## src/rtl/csrPkg.sv

```systemverilog
package csrPkg;
  localparam int DATA_W   = 16;
  localparam int FLAG_N   = 5;
  localparam int ERR_N    = 3;
  localparam int ASSIGN_W = 3;
  localparam int FL_HOST   = FLAG_N - 1;
  localparam int FL_REMOTE = FLAG_N - 2;
  localparam int SET_BASE  = DATA_W - 2 * FLAG_N + 1;
  localparam int ERR_EN_BIT  = SET_BASE - 2;
  localparam int HOST_EN_BIT = SET_BASE - 3;
  localparam int PAD_W = DATA_W - FLAG_N - 3 - ASSIGN_W;

  typedef struct packed {
    logic [FLAG_N-1:0]   setVec;
    logic [FLAG_N-1:0]   clrVec;
    logic                load;
    logic                errEnNew;
    logic                hostEnNew;
    logic [ASSIGN_W-1:0] assignNew;
  } strobe_t;
endpackage

```

## src/rtl/csrCtrl.sv

```systemverilog
module csrCtrl
  import csrPkg::*;
(
  input  logic              wrSel,
  input  logic [DATA_W-1:0] wrData,
  output strobe_t           cmd
);
  // Each flag i owns the pair (SET_BASE+2i, SET_BASE+2i-1).
  for (genvar i = 0; i < FLAG_N; i++) begin : g_pair
    assign cmd.setVec[i] = wrSel & wrData[SET_BASE + 2*i];
    assign cmd.clrVec[i] = wrSel & wrData[SET_BASE + 2*i - 1];
  end

  assign cmd.load      = wrSel;
  assign cmd.errEnNew  = wrData[ERR_EN_BIT];
  assign cmd.hostEnNew = wrData[HOST_EN_BIT];
  assign cmd.assignNew = wrData[ASSIGN_W-1:0];
endmodule

```

## src/rtl/csrDatapath.sv

```systemverilog
module csrDatapath
  import csrPkg::*;
(
  input  logic              clk,
  input  logic              rst_n,
  input  strobe_t           cmd,
  input  logic [ERR_N-1:0]  hwErrSet,
  input  logic              portEnable,
  output logic [DATA_W-1:0] rdData,
  output logic              irqHost,
  output logic              irqRemote
);
  logic [FLAG_N-1:0]   flags;
  logic [FLAG_N-1:0]   hwVec;
  logic [FLAG_N-1:0]   flagsNext;
  logic                errEn;
  logic                hostEn;
  logic [ASSIGN_W-1:0] assignF;

  assign hwVec     = {{(FLAG_N-ERR_N){1'b0}}, hwErrSet};
  assign flagsNext = hwVec | ((flags | cmd.setVec) & ~cmd.clrVec);

  always_ff @(posedge clk or negedge rst_n) begin
    if (!rst_n) begin
      flags   <= '0;
      errEn   <= 1'b0;
      hostEn  <= 1'b0;
      assignF <= '0;
    end else begin
      flags <= flagsNext;
      if (cmd.load) begin
        errEn   <= cmd.errEnNew;
        hostEn  <= cmd.hostEnNew;
        assignF <= cmd.assignNew;
      end
    end
  end

  assign rdData    = {flags, portEnable, errEn, hostEn, {PAD_W{1'b0}}, assignF};
  assign irqHost   = (flags[FL_HOST] & hostEn) | ((|flags[ERR_N-1:0]) & errEn);
  assign irqRemote = flags[FL_REMOTE];

  for (genvar i = 0; i < FLAG_N; i++) begin : g_chk
    p_set_r2: assert property (@(posedge clk) disable iff (!rst_n)
      cmd.setVec[i] && !cmd.clrVec[i] |=> flags[i]);
    p_clear_wins_r3: assert property (@(posedge clk) disable iff (!rst_n)
      cmd.clrVec[i] && !hwVec[i] |=> !flags[i]);
    p_hold_r4: assert property (@(posedge clk) disable iff (!rst_n)
      !cmd.setVec[i] && !cmd.clrVec[i] && !hwVec[i] |=> $stable(flags[i]));
    p_hw_wins_r7: assert property (@(posedge clk) disable iff (!rst_n)
      hwVec[i] |=> flags[i]);
  end

  p_cfg_hold_r5: assert property (@(posedge clk) disable iff (!rst_n)
    !cmd.load |=> $stable({errEn, hostEn, assignF}));
endmodule

```

## src/rtl/setclr_csr.sv

```systemverilog
module setclr_csr
  import csrPkg::*;
(
  input  logic              clk,
  input  logic              rst_n,
  input  logic              wrSel,
  input  logic [15:0]       wrData,
  input  logic [2:0]        hwErrSet,
  input  logic              portEnable,
  output logic [15:0]       rdData,
  output logic              irqHost,
  output logic              irqRemote
);
  strobe_t cmd;

  csrCtrl uCtrl (
    .wrSel  (wrSel),
    .wrData (wrData),
    .cmd    (cmd)
  );

  csrDatapath uDp (
    .clk        (clk),
    .rst_n      (rst_n),
    .cmd        (cmd),
    .hwErrSet   (hwErrSet),
    .portEnable (portEnable),
    .rdData     (rdData),
    .irqHost    (irqHost),
    .irqRemote  (irqRemote)
  );

  p_irq_host_r8: assert property (@(posedge clk) disable iff (!rst_n)
    irqHost == ((rdData[15] & rdData[8]) | ((|rdData[13:11]) & rdData[9])));
  p_irq_remote_r9: assert property (@(posedge clk) disable iff (!rst_n)
    irqRemote == rdData[14]);
  p_port_en_r10: assert property (@(posedge clk) disable iff (!rst_n)
    rdData[10] == portEnable);
  p_pad_zero_r6: assert property (@(posedge clk) disable iff (!rst_n)
    rdData[7:3] == 5'd0);
endmodule

```

## config.mk

```make
export PLATFORM = sky130hd
export DESIGN_NAME = setclr_csr
export DESIGN_NICKNAME = d
export VERILOG_FILES = /design/src/rtl/csrPkg.sv /design/src/rtl/csrCtrl.sv /design/src/rtl/csrDatapath.sv /design/src/rtl/setclr_csr.sv
export SDC_FILE = /design/constraint.sdc
export NUM_CORES = 1
export LEC_CHECK = 0
export BUFFER_PORTS_ARGS = -buffer_cell sky130_fd_sc_hd__clkbuf_2
export CORE_AREA = 2 2 39 41
export CTS_BUF_LIST = sky130_fd_sc_hd__clkbuf_8 sky130_fd_sc_hd__clkbuf_16
export CTS_CLUSTER_SIZE = 30
export DETAILED_ROUTE_END_ITERATION = 12
export DIE_AREA = 0 0 41 43
export GPL_ROUTABILITY_DRIVEN = 0
export MAX_ROUTING_LAYER = met4
export PLACE_DENSITY = 0.83
export SLEW_MARGIN = 20
export SYNTH_ARGS = -nofsm -noshare
export SYNTH_HDL_FRONTEND = slang
export SYNTH_SLANG_ARGS = --single-unit
```

## constraint.sdc

```tcl
create_clock -name clk -period 2.3 [get_ports clk]
set_input_delay 0.46 -clock clk [delete_from_list [all_inputs] [get_ports clk]]
set_output_delay 0.46 -clock clk [all_outputs]
set_load 0.02 [all_outputs]
```

After elaboration in Yosys (flattened, before gate mapping)
Cells that the tools add are included.
- output and inout bits: 18
- word-level logic and storage cells: 22
- flip-flop bits (word level): 10
- input bits: 23
- reductions and logical operators: 1
- bitwise gates (word level): 17
- operators by type and width (cell ; count):
    AND 1 bit ; 12
    AND 5 bit ; 1
    inverter 5 bit ; 1
    bitwise OR 3 x 5 -> 5 bit ; 1
    bitwise OR 5 bit ; 1
    OR reduction 3 bit ; 1
    bitwise OR 1 bit ; 1

Depth between registers and ports, before layout
- depth in word-level cells: 4
- gate-level depth with buffers: 4
- gate-level depth less buffers: 2

By module
A second synthesis with hierarchy kept.
- cell total of the unflattened synthesis: 54
- area, all modules: 549.3 µm²
- by module, submodules not included (module ; area each (µm²) ; sequential area each (µm²) ; instances ; cells each):
    csrDatapath ; 441.7 ; 250.2 ; 1 ; 38
    csrCtrl ; 107.6 ; 0.0 ; 1 ; 16

Worst setup path before layout
OpenSTA, ideal clock, no wires.
- path kind: flip-flop to output port
- start point: register uDp.flags[1]
- end point: output port irqHost
- path slack: 0.967 ns
- cell stages (with the launch flop): 3
- buffers on the path: 0
- data arrival time: 0.873 ns
- required time: 1.840 ns
- cell sequence: dfrtp_1 o31ai_1 nand2_1
- word-level cells in the longest chain between the ends: 3
- ends and longest elaborated chain (element ; RTL line ; source):
    start, declared ; csrDatapath.sv:13 ; logic [FLAG_N-1:0] flags;
    start signal, assigned ; csrDatapath.sv:30 ; flags <= flagsNext;
    OR reduction 3 bit ; csrDatapath.sv:40 ; assign irqHost = (flags[FL_HOST] & hostEn) | ((|flags[ERR_N-1:0]) & errEn);
    AND 1 bit ; csrDatapath.sv:40 ;
    bitwise OR 1 bit ; csrDatapath.sv:40 ;
    end, declared ; setclr_csr.sv:11 ; output logic irqHost,
No other way between the ends.

Worst setup path in the final report
Ends and elaborated chain as after synthesis.

==> run metrics <==
status=finished, final reports clean; n_diodes=0; CTS tree=done; largest net degree at the start of global routing=16; Synth Instances=43; endpoints failing hold=0; Bufs on Longest Clock Path=2; number of global-route vias before repair=407; Setup CP Type=reg -> out; Final min period=1.67 ns; met1 Usage GRT=14.0%; Yosys Warn Count=0; GRT Util Overall=14.5%; met3 GRT Util=3.14%; Distinct cells, synth=13; #FFs+latches synth=10; Pre-antenna DRT Iters=1; Area growth syn-to-layout=28.7%; ANT nets after route=0; FILL cells=139; Clock Latency Late Sink=0.23 ns; Max IR drop VDD=0.000346 V; most common cell after layout, fill and taps aside=clkbuf_2; first-pass GRT wire length=1.60 mm; Worst Hold Class=in -> async; global route hottest layer=met2; layout cells sized above 1=57.7%; CTS Sinks=10; DR iter-0 viols=0; Pwr Density=753 mW/mm2; grt ovf=0; ranking of synthesized cells by area=dfrtp_1, buf_4, mux2_2; Worst setup SP type=register; RSZ-0062 raised after global routing=false; Syn Std Cell Area=497 um2; Max-cap violations=0; Final #Nets=96; Die Wd=41 um; share of the synthesized area in the top cell type=50.4%; Routed wire per std cell=11.1 um; Reg clk slew, reported paths=0.05 ns; Via Count=404; sequential area share after synthesis=50.4%; CTS root buf=clkbuf_8; initial antenna violation count=0; CTS buffer count=3; skew final=0 ns; final period utilization=72.6%; max frequency=0.599 GHz; vias per cell=4.64; leakage power=0.000336 uW; port bufs=32; hold slack=0.0867 ns; Mean Syn Cell Area=11.6 um2; Worst Path Max Fanout=3; die height=43 um; crit path DAT=1.21 ns; Slew Viols, Final=0; Finish-stage setup viols=0; Residual DRC=0; Routed WL=964 um; num rows=14; CP endpoint kind=output pin; CTS H-Tree Depth=1; setup total negative slack=0 ns; Post-CTS Resized=0; Data required, critical path=1.84 ns; leading area contributor after synthesis=dfrtp_1; io pins=41; total die area=0.00176 mm2; hold-fix buffers at CTS=0; area of the core=0.00138 mm2; Initial Util=35.9%; GRT met2 Usage=22.8%; Setup Buffers After CTS=0; commonest cells after routing, fill and taps aside=clkbuf_2, dfrtp_1, mux2_2, conb_1, a21oi_1; DP Wirelength=745 um
[metal layers]
layer	vias up	share of wire, %
li1	191	-
met1	183	38
met2	26	51
met3	4	7.8
met4	0	2.8
met5	-	0
[synthesized netlist by cell type]
master and instances:
mux2_2 5, a211oi_1 2, a211oi_2 1, a31oi_1 3, buf_4 9, o31ai_1 1, buf_8 1, dfrtp_1 10
nand2_1 2, inv_1 3, a21oi_1 4, buf_6 1, conb_1 1
[path summary, 6_finish.rpt]
| path | from | to | slack (ns) | cells after the start |
|---|---|---|---|---|
| max reg2reg | uDp.flags[0]$_DFF_PN0_ | uDp.flags[0]$_DFF_PN0_ | 1.48 | 2 |
| max in group asynchronous | rst_n | uDp.flags[1]$_DFF_PN0_ | 2.01 | 1 |
| min | rst_n | uDp.flags[4]$_DFF_PN0_ | 0.09 | 1 |
| min reg2reg | uDp.assignF[0]$_DFFE_PN0P_ | uDp.assignF[0]$_DFFE_PN0P_ | 0.51 | 1 |
| max | uDp.flags[1]$_DFF_PN0_ | irqHost | 0.63 | 3 |
| min in group clk | wrData[12] | uDp.flags[3]$_DFF_PN0_ | 0.40 | 2 |
[flip-flops by register name (all words and copies together) (netlist names)]
signal	count
uDp.assignF	3
uDp.flags	5
uDp.errEn	1
uDp.hostEn	1
[metrics by stage]
| step | area, um2 | instances | util (%) | setup slack (ns) | total power (uW) |
|---|---|---|---|---|---|
| after CTS | 639 | 87 | 46.2 | 0.619 | 492 |
| after detailed placement | 598 | 84 | 43.2 | 0.872 | 309 |
| final | 639 | 87 | 46.2 | 0.630 | 481 |
| after floorplan | 512 | 47 | - | 0.967 | 284 |
| after global routing | 639 | 87 | 46.2 | 0.568 | 512 |
| after global placement | 598 | 84 | 43.2 | 0.938 | 305 |
[worst max-delay path, stage by stage (launching register included)]
cell      delay [ns]
dfrtp_1         0.41
o31ai_1         0.33
nand2_1         0.09
clkbuf_2        0.16
[area by class of cell]
type                    instances  area, um2  share of cell area (%)
flip-flops and latches         10        250                    39.1
repair buffers                 32        160                    25.0
multi-input cells              23        156                    24.5
clock buffers                   3       41.3                    6.46
well taps                      16       20.0                    3.13
inverters                       3       11.3                    1.76
[where the power goes]
part | switching [uW] | internal [uW] | leakage [uW]
clock network | 62.6 | 114 | 0.0000216
logic | 61.1 | 39.3 | 0.000202
registers | 11.2 | 193 | 0.000112
[logic make-up after synthesis]
kind of cell | count (synthesis) | synth area share [%]
simple gates | 2 | 1.51
mux | 5 | 11.3
compound gates | 11 | 14.9
other cells | 1 | 0.755
flops | 10 | 50.4
buf+inv | 14 | 21.2
No activity file was read; power rests on OpenSTA's default activity.
